==> config.mk <==
export PLATFORM = sky130hd
export DESIGN_NAME = gpio_port
export DESIGN_NICKNAME = d
export VERILOG_FILES = /design/src/rtl/gpio_cfg_pkg.sv /design/src/rtl/gpio_regs.sv /design/src/rtl/gpio_pin_ctrl.sv /design/src/rtl/gpio_in_sample.sv /design/src/rtl/gpio_port.sv
export SDC_FILE = /design/constraint.sdc
export NUM_CORES = 1
export LEC_CHECK = 0
export BUFFER_PORTS_ARGS = -buffer_cell sky130_fd_sc_hd__buf_2
export CAP_MARGIN = 20
export CORE_MARGIN = 2
export CORE_UTILIZATION = 45
export CTS_BUF_LIST = sky130_fd_sc_hd__clkbuf_8
export CTS_CLUSTER_DIAMETER = 40
export DETAILED_ROUTE_END_ITERATION = 8
export PLACE_DENSITY = 0.71
export SLEW_MARGIN = 20
export SYNTH_ARGS = -nofsm -noshare
export SYNTH_HDL_FRONTEND = slang
export SYNTH_SLANG_ARGS = --single-unit
==> constraint.sdc <==
create_clock -name clk -period 2.1 [get_ports clk]
set_input_delay 0.42 -clock clk [delete_from_list [all_inputs] [get_ports clk]]
set_output_delay 0.42 -clock clk [all_outputs]
set_load 0.03 [all_outputs]
==> src/rtl/gpio_cfg_pkg.sv <==
// Package: shared constants and types for the pin port.
// Assumes a word-addressed register interface of eight locations.
package gpio_cfg_pkg;
    localparam int unsigned REG_AW  = 3;
    localparam int unsigned FIELD_W = 4;

    localparam logic [REG_AW-1:0] A_CFG_LO = 3'd0;
    localparam logic [REG_AW-1:0] A_CFG_HI = 3'd1;
    localparam logic [REG_AW-1:0] A_IDR    = 3'd2;
    localparam logic [REG_AW-1:0] A_ODR    = 3'd3;
    localparam logic [REG_AW-1:0] A_BSR    = 3'd4;
    localparam logic [REG_AW-1:0] A_CLR    = 3'd5;

    // Reset field value: floating input (config 01, mode 00).
    localparam logic [FIELD_W-1:0] FIELD_RST = 4'b0100;

    // Meaning of the config bits while the mode bits are 00.
    typedef enum logic [1:0] {
        IN_ANALOG = 2'b00,
        IN_FLOAT  = 2'b01,
        IN_PULL   = 2'b10,
        IN_RSVD   = 2'b11
    } in_cnf_e;

    typedef struct packed {
        logic oe;
        logic dout;
        logic pu;
        logic pd;
        logic ie;
    } pin_drv_t;
endpackage

==> src/rtl/gpio_regs.sv <==
// Register file: configuration words and output latch.
// Applies direct, set/clear and clear-only writes to the latch.
// Assumes NPINS is 8 or 16, so the fields fill whole 32-bit words
// and the clear half of the set/clear word fits in bits 31:16.
module gpio_regs
    import gpio_cfg_pkg::*;
#(
    parameter int unsigned NPINS = 16
) (
    input  logic                       clk,
    input  logic                       rst_n,
    input  logic                       wen,
    input  logic [REG_AW-1:0]          addr,
    input  logic [31:0]                wdata,
    output logic [NPINS*FIELD_W-1:0]   cfg_q,
    output logic [NPINS-1:0]           odr_q
);
    localparam int unsigned CFG_BITS  = NPINS * FIELD_W;
    localparam int unsigned CFG_WORDS = CFG_BITS / 32;

    // Purpose: hold the configuration fields, written one word at a time.
    always_ff @(posedge clk) begin
        if (!rst_n) begin
            cfg_q <= {NPINS{FIELD_RST}};
        end else if (wen) begin
            for (int w = 0; w < CFG_WORDS; w++) begin
                if (addr == REG_AW'(w))
                    cfg_q[w*32 +: 32] <= wdata;
            end
        end
    end

    // Purpose: update the output latch. Set has priority over clear.
    always_ff @(posedge clk) begin
        if (!rst_n) begin
            odr_q <= '0;
        end else if (wen) begin
            unique case (addr)
                A_ODR:   odr_q <= wdata[NPINS-1:0];
                A_BSR:   odr_q <= (odr_q & ~wdata[16 +: NPINS]) | wdata[NPINS-1:0];
                A_CLR:   odr_q <= odr_q & ~wdata[NPINS-1:0];
                default: odr_q <= odr_q;
            endcase
        end
    end

    // every bit selected for setting is 1 after the write.
    assert_bsr_set_wins_R3: assert property (@(posedge clk) disable iff (!rst_n)
        (wen && addr == A_BSR) |=>
            ((odr_q & $past(wdata[NPINS-1:0])) == $past(wdata[NPINS-1:0])));

    // clear-only bits (set bit 0) are 0 after the write.
    assert_bsr_clear_R3: assert property (@(posedge clk) disable iff (!rst_n)
        (wen && addr == A_BSR) |=>
            ((odr_q & $past(wdata[16 +: NPINS]) & ~$past(wdata[NPINS-1:0])) == '0));

    // selected bits are cleared by the clear-only register.
    assert_clr_clears_R4: assert property (@(posedge clk) disable iff (!rst_n)
        (wen && addr == A_CLR) |=> ((odr_q & $past(wdata[NPINS-1:0])) == '0));

    // configuration is stable unless one of its words is written.
    assert_cfg_hold_R11: assert property (@(posedge clk) disable iff (!rst_n)
        !(wen && addr < REG_AW'(CFG_WORDS)) |=> $stable(cfg_q));
endmodule

==> src/rtl/gpio_pin_ctrl.sv <==
// Per-pin driver control: decodes one 4-bit field (mode in [1:0],
// config in [3:2]) with the output latch bit and peripheral value
// into pad controls. Combinational; clk and rst_n serve the checks.
module gpio_pin_ctrl
    import gpio_cfg_pkg::*;
(
    input  logic               clk,
    input  logic               rst_n,
    input  logic [FIELD_W-1:0] field,
    input  logic               odr_bit,
    input  logic               af_bit,
    output pin_drv_t           drv
);
    logic [1:0] mode;
    logic [1:0] cnf;
    logic       out_mode;
    logic       drv_val;

    assign mode     = field[1:0];
    assign cnf      = field[3:2];
    assign out_mode = (mode != 2'b00);
    // Purpose: pick the value source for output modes.
    assign drv_val  = cnf[1] ? af_bit : odr_bit;

    // Purpose: decode the pad controls from the mode and config bits.
    always_comb begin
        drv = '0;
        if (out_mode) begin
            drv.ie = 1'b1;
            if (cnf[0]) begin
                drv.oe   = ~drv_val;
                drv.dout = 1'b0;
            end else begin
                drv.oe   = 1'b1;
                drv.dout = drv_val;
            end
        end else begin
            unique case (in_cnf_e'(cnf))
                IN_ANALOG: drv.ie = 1'b0;
                IN_PULL: begin
                    drv.ie = 1'b1;
                    drv.pu = odr_bit;
                    drv.pd = ~odr_bit;
                end
                default:   drv.ie = 1'b1;
            endcase
        end
    end

    // an open-drain pin never drives a high level.
    assert_od_no_high_R6: assert property (@(posedge clk) disable iff (!rst_n)
        (out_mode && cnf[0] && drv.oe) |-> !drv.dout);

    // pulls only in input mode, never both.
    assert_pull_input_only_R9: assert property (@(posedge clk) disable iff (!rst_n)
        (drv.pu || drv.pd) |-> (!out_mode && !(drv.pu && drv.pd)));

    // a push-pull peripheral-driven pin follows the peripheral value.
    assert_af_source_R7: assert property (@(posedge clk) disable iff (!rst_n)
        (out_mode && cnf == 2'b10) |-> (drv.oe && drv.dout == af_bit));

    // input modes never drive the pad.
    assert_input_no_drive_R8: assert property (@(posedge clk) disable iff (!rst_n)
        !out_mode |-> !drv.oe);
endmodule

==> src/rtl/gpio_in_sample.sv <==
// Input register: captures the pad levels on every clock edge and
// masks pins whose sampler is off (analog) to 0.
module gpio_in_sample #(
    parameter int unsigned NPINS = 16
) (
    input  logic             clk,
    input  logic             rst_n,
    input  logic [NPINS-1:0] pin_in,
    input  logic [NPINS-1:0] samp_en,
    output logic [NPINS-1:0] idr_q
);
    // Purpose: capture the enabled pad levels every cycle.
    always_ff @(posedge clk) begin
        if (!rst_n) idr_q <= '0;
        else        idr_q <= pin_in & samp_en;
    end

    // a pin whose sampler was off at the edge reads 0.
    assert_analog_zero_R10: assert property (@(posedge clk) disable iff (!rst_n)
        1'b1 |=> ((idr_q & ~$past(samp_en)) == '0));
endmodule

==> src/rtl/gpio_port.sv <==
// Top of the pin port. It ties together the register file, one driver
// decoder per pin and the input register, and serves reads
// combinationally. Assumes NPINS is 8 or 16.
module gpio_port
    import gpio_cfg_pkg::*;
#(
    parameter int unsigned NPINS = 16
) (
    input  logic              clk,
    input  logic              rst_n,
    input  logic [2:0]        bus_addr,
    input  logic              bus_wen,
    input  logic [31:0]       bus_wdata,
    output logic [31:0]       bus_rdata,
    input  logic [NPINS-1:0]  pin_in,
    input  logic [NPINS-1:0]  af_in,
    output logic [NPINS-1:0]  pin_oe,
    output logic [NPINS-1:0]  pin_dout,
    output logic [NPINS-1:0]  pin_pu,
    output logic [NPINS-1:0]  pin_pd,
    output logic [NPINS-1:0]  pin_ie
);
    localparam int unsigned CFG_BITS  = NPINS * FIELD_W;
    localparam int unsigned CFG_WORDS = CFG_BITS / 32;

    logic [CFG_BITS-1:0] cfg_q;
    logic [NPINS-1:0]    odr_q;
    logic [NPINS-1:0]    idr_q;

    gpio_regs #(.NPINS(NPINS)) u_regs (
        .clk   (clk),
        .rst_n (rst_n),
        .wen   (bus_wen),
        .addr  (bus_addr),
        .wdata (bus_wdata),
        .cfg_q (cfg_q),
        .odr_q (odr_q)
    );

    for (genvar p = 0; p < NPINS; p++) begin : g_pin
        pin_drv_t drv;
        gpio_pin_ctrl u_ctrl (
            .clk     (clk),
            .rst_n   (rst_n),
            .field   (cfg_q[p*FIELD_W +: FIELD_W]),
            .odr_bit (odr_q[p]),
            .af_bit  (af_in[p]),
            .drv     (drv)
        );
        assign pin_oe[p]   = drv.oe;
        assign pin_dout[p] = drv.dout;
        assign pin_pu[p]   = drv.pu;
        assign pin_pd[p]   = drv.pd;
        assign pin_ie[p]   = drv.ie;
    end

    gpio_in_sample #(.NPINS(NPINS)) u_in (
        .clk     (clk),
        .rst_n   (rst_n),
        .pin_in  (pin_in),
        .samp_en (pin_ie),
        .idr_q   (idr_q)
    );

    // Purpose: select the read data for the addressed register.
    always_comb begin
        bus_rdata = '0;
        for (int w = 0; w < CFG_WORDS; w++) begin
            if (bus_addr == REG_AW'(w))
                bus_rdata = cfg_q[w*32 +: 32];
        end
        if (bus_addr == A_IDR) bus_rdata = 32'(idr_q);
        if (bus_addr == A_ODR) bus_rdata = 32'(odr_q);
    end

    // the write-only set/clear locations always read 0.
    assert_wo_read_zero_R11: assert property (@(posedge clk) disable iff (!rst_n)
        (bus_addr == A_BSR || bus_addr == A_CLR) |-> (bus_rdata == '0));
endmodule

# ---- Word level (Yosys, flattened, before mapping)
# Cells that the tools add are included.
dict set report op_classes {
  add_sub_neg 0
  multipliers 0
  div 0
  magnitude_cmp 0
  n_eq_ne 21
  shifts 0
  mux 117
  bitwise_logic 38
  n_reduce_logical 37
}
# operator n
set op_table {}
lappend op_table {{2-to-1 mux 2 bit} 64}
lappend op_table {{2-to-1 mux 32 bit} 4}
lappend op_table {{AND 16 bit} 3}
lappend op_table {{2-to-1 mux 1 bit} 48}
lappend op_table {{one-hot mux 16 bit (3 select lines)} 1}
lappend op_table {{equality test 2 bit (second input constant)} 16}
lappend op_table {{logical NOT 2 bit} 16}
lappend op_table {{inverter 1 bit} 32}
lappend op_table {{inverter 16 bit} 2}
lappend op_table {{nonzero test 2 bit} 16}
lappend op_table {{OR 16 bit} 1}
lappend op_table {{equality test 3 x 2 -> 1 bit (second input constant)} 2}
lappend op_table {{equality test 3 bit (second input constant)} 2}
lappend op_table {{AND reduction 2 bit} 3}
lappend op_table {{equality test 3 x 1 -> 1 bit (second input constant)} 1}
lappend op_table {{logical NOT 3 bit} 1}
lappend op_table {{nonzero test 3 bit} 1}
dict set report totals {
  reg_bits 96
  latchBits 0
  mem_bits_rw 0
  rom_bits 0
  elab_cells 217
  mem_count 0
}

# ---- Logic depth before layout (Yosys ltp)
# Gate-level depths: netlist of the first run.
dict set report logic_depth {
  word_depth 5
  mapped_depth 6
}

# ---- Hierarchy
# Synthesis of the first run repeated with hierarchy kept, for this count alone.
dict set report hier_totals {
  cells_unflattened 632
  hier_area_um2 5550.3
}
# module instances cells_per_inst area_each_um2 seq_area_each_um2
set modules_own_cells {}
lappend modules_own_cells {gpio_regs 1 360 3211.8 1601.5}
lappend modules_own_cells {gpio_pin_ctrl 16 9 67.6 0.0}
lappend modules_own_cells {gpio_port 1 95 818.3 0.0}
lappend modules_own_cells {gpio_in_sample 1 33 439.2 320.3}

# ---- Worst setup path before layout of the first run
# OpenSTA, ideal clock, no wires.
dict set report synth_path {
  path_type {in2out}
  from {input bus_addr[0]}
  to {output bus_rdata[23]}
  t_arrival_ns 1.597
  setup_slack_ns 0.083
  cell_stages 6
  n_path_buf 4
  cell_sequence {buf_6 buf_4 buf_4 buf_4 mux2i_1 nor2_1}
}
dict set report synth_between {
  elab_chain_cells 5
  elab_cells_between_ends 8
}
# element line_no
set synth_lines {}
lappend synth_lines {{start, declared} gpio_port.sv:11} ;# input logic [2:0] bus_addr,
lappend synth_lines {{logical NOT 3 bit} gpio_port.sv:69} ;# if (bus_addr == REG_AW'(w))
lappend synth_lines {{2-to-1 mux 32 bit (2 in a row)} gpio_port.sv:69}
lappend synth_lines {{2-to-1 mux 32 bit} gpio_port.sv:72} ;# if (bus_addr == A_IDR) bus_rdata = 32'(idr_q);
lappend synth_lines {{2-to-1 mux 32 bit (*)} gpio_port.sv:73} ;# if (bus_addr == A_ODR) bus_rdata = 32'(odr_q);
lappend synth_lines {{end, declared} gpio_port.sv:14} ;# output logic [31:0] bus_rdata,
# Mark *: on every way between the ends. The rest lies on a longest branch, timed or not.

# ---- Worst setup path in the final report of the first run
dict set report layout_path {
  from {input bus_addr[1]}
  to {output bus_rdata[18]}
}
# The elaborated chain is that of the path after synthesis.

==> metrics.txt, run 1 <==
status=complete, no violations; Num CTS Buffers=9; setup ws final=just over 90 ps; post-synthesis cell count=602; Placement Rows=38; M2 GR Usage=41.9%; Die Ht=about 110 µm; Reg2Reg Setup Slack=900 ps; antenna violations before repair=0; syn avg cell area=8.52 µm²; PostCTS Resize Cnt=2; ANT nets after route=0; Fin. Hold Viols=0; register area share after synthesis=37.5%; Crit. End Element=output port; Die ar.=approximately 12000 µm²; Root Driver=clkbuf_8; Worst Skew=roughly 16 ps; Post-Synthesis Cell Area=5130 µm²; Clock Sink Count=96; Final Max Tran Viols=0; Antenna diodes=0; Final Cycle Share=a little over nine tenths; total track usage=25.4%; met3 Use GR=3.39%; Async SR Flop Fraction=0%; Peak VDD IR=372 µV; YS warnings=0; core area=11000 µm²; grt met1 use=between 30% and 40%; CTS H-Tree Depth=3; RSZ-0062 raised after global routing=false; per-cell routed wire length=17.3 µm; share of layout cells above drive strength 1=35.4%; worst setup path category=input pin to output port; dpl hpwl=12.6 mm; Layout Area Growth over Synthesis=27.3%; Netlist cell types=33; Syn Nets=672; FMAX=~500 MHz; Leakage Power=3.02 nW; Horiz. Die Dim=around 110 µm; # DRC=0; IO Count=182; Clock transition at path regs=100 ps; Hold WC Path Type=input pin to flip-flop; final WL=16.1 mm; Layout Cells excl Fill=about 930; PwrDens=615 nW/µm²; gr busiest metal=met2; fin crit period=2010 ps; worst skew pair latency=about 360 ps; Post-CTS Hold Buffers=0; Post-synth EDFFs=0; largest net degree at the start of global routing=46; Slew headroom=roughly 72%; placed cell count=between 900 and 1000; Setup Buffers After CTS=0; worst-path maximum fanout=16; GRT overflow=0; Clock Path Buffers=2; type of origin of the critical path=input pin; Port-buffer cells=around 180; setup violators final=0; arrival time at the worst endpoint=1590 ps; Filler cells=959; CTS tree=built; Post-layout nets=approximately 850; dominant synthesized flop cell=dfxtp_1; via count=between 5000 and 6000; post-synthesis register bit count=96; hold_ws=approximately 280 ps; TritonRoute pass-1 iters=5; DRT iter0 DRCs=415; worst path required time=1680 ps; GPL Wtd Cong=slightly below 0.9; worst slack, placed=-63.9 ps; first-pass GRT wire length=25.4 mm; max capacitance violation total=0; vias in the first global route=between 4000 and 5000; DR vias/cell=5.54; starting density of the core=46.7%; Least-Margin Pin Slew=414 ps
metrics by stage:
step | utilization (%) | setup TNS (ps) | power, mW | instance area (µm²)
after detailed placement | 57.2 | -944 | 2.61 | 6290
after floorplan | - | 0 | 2.36 | 5130
after global routing | 59.5 | 0 | 4.16 | 6530
after CTS | 59.5 | 0 | 4.03 | 6530
after global placement | 57.2 | 0 | 2.60 | 6290
final | 59.5 | 0 | 4.02 | 6530
final timing paths:
kind,from,endpoint,cells after the start
max,bus_addr[1],bus_rdata[18],5
min,pin_in[4],u_in.idr_q[4]$_SDFF_PN0_,2
max reg2reg,u_regs.cfg_q[28]$_SDFFE_PN0P_,u_in.idr_q[7]$_SDFF_PN0_,3
min reg2reg,u_regs.cfg_q[9]$_SDFFE_PN0P_,u_regs.cfg_q[9]$_SDFFE_PN0P_,2
where the power goes:
group | internal [mW] | switching [mW] | total, mW
Combinational | 0.265 | 0.366 | 0.631
Clock | 0.793 | 0.649 | 1.44
Sequential | 1.88 | 0.0641 | 1.94
flip-flops by register name (all words and copies together), names as in the netlist:
register,count
u_regs.cfg_q,64
u_in.idr_q,16
u_regs.odr_q,16
per-layer routing:
metal | vias up | routed length (µm)
met5 | - | 0
met4 | 0 | 275
met3 | 23 | 1030
met2 | 198 | 7630
met1 | 2412 | 7120
li1 | 2498 | -
cell type report:
class | instances | area (µm²) | share of cell area [%]
multi-input cells | 464 | 2980 | 45.7
clock inverters | 6 | 115 | 1.76
clock buffers | 9 | 124 | 1.90
flip-flops and latches | 96 | 1920 | 29.4
well taps | 140 | 175 | 2.68
repair buffers | 211 | 1210 | 18.6
worst max-delay path, stage by stage:
cell and delay [ps]:
buf_4 160, buf_12 140, or2_2 460, nor2_1 190, buf_2 220
logic make-up (layout without fill, tap and decap cells):
| kind of cell | after synthesis | count (layout) | share of synthesized area (%) |
|---|---|---|---|
| buf+inv | 42 | 226 | 4.61 |
| mux | 64 | 64 | 16.9 |
| compound gates | 69 | 69 | 9.25 |
| simple gates | 331 | 331 | 31.8 |
| flops | 96 | 96 | 37.5 |
cells in the mapped netlist (7+ instances only):
library cell / count / area share (%)
nor3_1: 28 / 2.7
nand2_1: 89 / 6.5
nor2b_1: 28 / 3.4
nand3_1: 64 / 6.2
a32o_1: 16 / 3.1
mux2i_1: 28 / 5.5
nor2_1: 60 / 4.4
nand2b_1: 16 / 2.0
o21ai_2: 10 / 1.7
buf_6: 7 / 1.5
mux4_2: 16 / 7.0
buf_1: 7 / 0.51
clkbuf_1: 17 / 1.2
o21ai_1: 10 / 0.98
and3_1: 32 / 3.9
mux2_2: 20 / 4.4
o21ai_0: 28 / 2.7
dfxtp_1: 96 / 37
cell usage in the layout, fill, tap and decap left out, drive strengths merged, types with 2 or more instances in the layout:
cell,Yosys,routed
buf,25,211
nand2b,16,16
a32o,16,16
bufinv,0,3
mux2,20,20
o21ai,48,48
dfxtp,96,96
mux4,16,16
nor3,28,28
nand2,89,89
nand3,64,64
inv,0,2
and3,32,32
a21oi,5,5
mux2i,28,28
nor2b,28,28
nor2,60,60
clkbuf,17,9
nor3b,4,4
(Power assumes the default switching activity.)
==> run 2, diff against run 1 <==
Settings changed: BUFFER_PORTS_ARGS -buffer_cell sky130_fd_sc_hd__buf_2 to -buffer_cell sky130_fd_sc_hd__buf_4, CORE_MARGIN 2 to not set.
==> metrics.txt, run 2 (synthesis gave the netlist of run 1 again) <==
hold_sp=pin_in[5] (was pin_in[4]); Crit. End Element=output port (unchanged); Post-CTS Hold Buffers=0 (unchanged); starting density of the core=46.7% (unchanged); Hold WC Path Type=input pin to flip-flop (unchanged); Slew headroom=54.7% (was 72.2%); core area=11000 µm² (unchanged); internal power=2.92 mW (was 2.94 mW); TritonRoute pass-1 iters=5 (unchanged); critical path cell sequence=buf_4 -> mux4_2 -> nor2b_1 -> buf_4 (was buf_4 -> buf_12 -> or2_2 -> nor2_1 -> buf_2); CTS tree=built (unchanged); total track usage=26.8% (was 25.4%); Layout Area Growth over Synthesis=33.4% (was 27.3%); Clock transition at path regs=100 ps (about the same); Crit path max-delay family=multiplexers (was simple AND/OR/NAND/NOR gates); Filler cells=949 (was 959); DR vias/cell=5.61 (was 5.54); most common cell after layout, fill and taps aside=buf_4 (was buf_2); Port-buffer cells=181 (unchanged); slowest cell on the critical path=mux4_2 (was or2_2); DRT iter0 DRCs=309 (was 415); Setup Buffers After CTS=0 (unchanged); setup violators final=0 (unchanged); PwrDens=581 nW/µm² (was 615 nW/µm²); Horiz. Die Dim=109 µm (was 111 µm); Final Cycle Share=96.8% (was 95.6%); CTS H-Tree Depth=3 (unchanged); share of layout cells above drive strength 1=34.5% (was 35.4%); max incr delay on CP=550 ps (was 460 ps); Fin. Hold Viols=0 (unchanged); status=complete, no violations (unchanged); RSZ-0062 raised after global routing=false (unchanged); via count=5141 (was 5131); Psw=1.06 mW (was 1.08 mW); Root Driver=clkbuf_8 (unchanged); final core occ=62.3% (was 59.5%); Num CTS Buffers=9 (unchanged); Antenna diodes=0 (unchanged); first-pass GRT wire length=24.2 mm (was 25.4 mm); Worst Skew=15.3 ps (was 16.5 ps); CP most frequent cell=buf_4; RR Startpoint=u_regs.cfg_q[24]$_SDFFE_PN0P_ (was u_regs.cfg_q[28]$_SDFFE_PN0P_); largest net degree at the start of global routing=42 (was 46); Least-Margin Pin Slew=679 ps (was 414 ps); clock power share=34.5% (was 35.9%); ANT nets after route=0 (unchanged); Clock Path Buffers=2 (unchanged); Clock Sink Count=96 (unchanged); Setup crit start=bus_addr[1] (unchanged); FMAX=492 MHz (was 498 MHz); arrival time at the worst endpoint=1610 ps (was 1590 ps); Sequential Power Share=48.9% (was 48.4%); per-cell routed wire length=17.1 µm (was 17.3 µm); IO Count=182 (unchanged); worst-path maximum fanout=18 (was 16); Leakage Power=3.03 nW (was 3.02 nW); Die ar.=11800 µm² (was 12300 µm²); vias in the first global route=4685 (was 4861); CP bufs+invs=2 (was 3); # DRC=0 (unchanged); worst setup path category=input pin to output port (unchanged); Placement Rows=38 (unchanged); largest reg by FF count=u_regs.cfg_q (unchanged); dpl hpwl=12.0 mm (was 12.6 mm); worst path required time=1680 ps (about the same); final setup TNS=0 ps (unchanged); max capacitance violation total=0 (unchanged); Die Ht=109 µm (was 111 µm); type of origin of the critical path=input pin (unchanged); Post-layout nets=842 (was 852); worst skew pair latency=360 ps (about the same); GPL Wtd Cong=0.845 (was 0.867); Final Max Tran Viols=0 (unchanged); biggest regs=u_regs.cfg_q x64, u_in.idr_q x16, u_regs.odr_q x16 (unchanged); Sw Share=26.6% (was 26.9%); Comb power frac=16.6% (was 15.7%); PostCTS Resize Cnt=0 (was 2); final WL=15.7 mm (was 16.1 mm); Peak VDD IR=378 µV (was 372 µV); GRT overflow=0 (unchanged); antenna violations before repair=0 (unchanged); max reg flops=64 (unchanged); leading cell types in the layout, fill and taps excluded=199 x buf_4, 96 x dfxtp_1, 89 x nand2_1 (was 178 x buf_2, 96 x dfxtp_1, 89 x nand2_1); fin crit period=2030 ps (was 2010 ps)
-- run 2: power by group through the flow --
stage | combinational (mW) | clock (mW) | sequential [mW]
2_1_floorplan | 0.402 | 0 | 1.96
3_3_place_gp | 0.647 | 0 | 1.98
3_5_place_dp | 0.658 | 0 | 1.99
4_1_cts | 0.660 | 1.37 | 1.94
5_1_grt | 0.710 | 1.45 | 1.95
6_report | 0.661 | 1.37 | 1.94
-- run 2: worst paths after layout --
path / to / slack (ps) / cells past startpoint
worst max-delay path: bus_rdata[13] / 70 / 4
worst max register to register: u_in.idr_q[6]$_SDFF_PN0_ / 920 / 3
worst min-delay path: u_in.idr_q[5]$_SDFF_PN0_ / 270 / 2
worst min register to register: u_regs.cfg_q[17]$_SDFFE_PN0P_ / 510 / 2
-- run 2: layout make-up --
type / count / area, µm² / share of cell area, %
clock buffers: 11 / 151 / 2.21
clock inverters: 4 / 77.6 / 1.13
multi-input cells: 464 / 2980 / 43.6
flip-flops and latches: 96 / 1920 / 28.1
well taps: 140 / 175 / 2.56
repair buffers: 201 / 1530 / 22.4
-- run 2: per-layer routing --
metal	up-vias	global-route usage (%)	routed length, µm	share of wire (%)
met5	-	0	0	0
met4	0	6.08	187	1.2
met3	15	4.48	1070	6.8
met2	217	44.7	7410	47
met1	2431	36.3	7020	45
li1	2478	-	-	-
-- run 2: per-stage QoR --
step           hold slack (ps)  power, mW  cell area, µm²  instances  setup WS (ps)
2_1_floorplan              460       2.36            5130        602           82.6
3_3_place_gp               478       2.63            6610        901           85.0
3_5_place_dp               497       2.64            6610        901           44.1
4_1_cts                    272       3.98            6840        916           43.9
5_1_grt                    268       4.12            6840        916           7.77
6_report                   275       3.98            6840        916           67.3
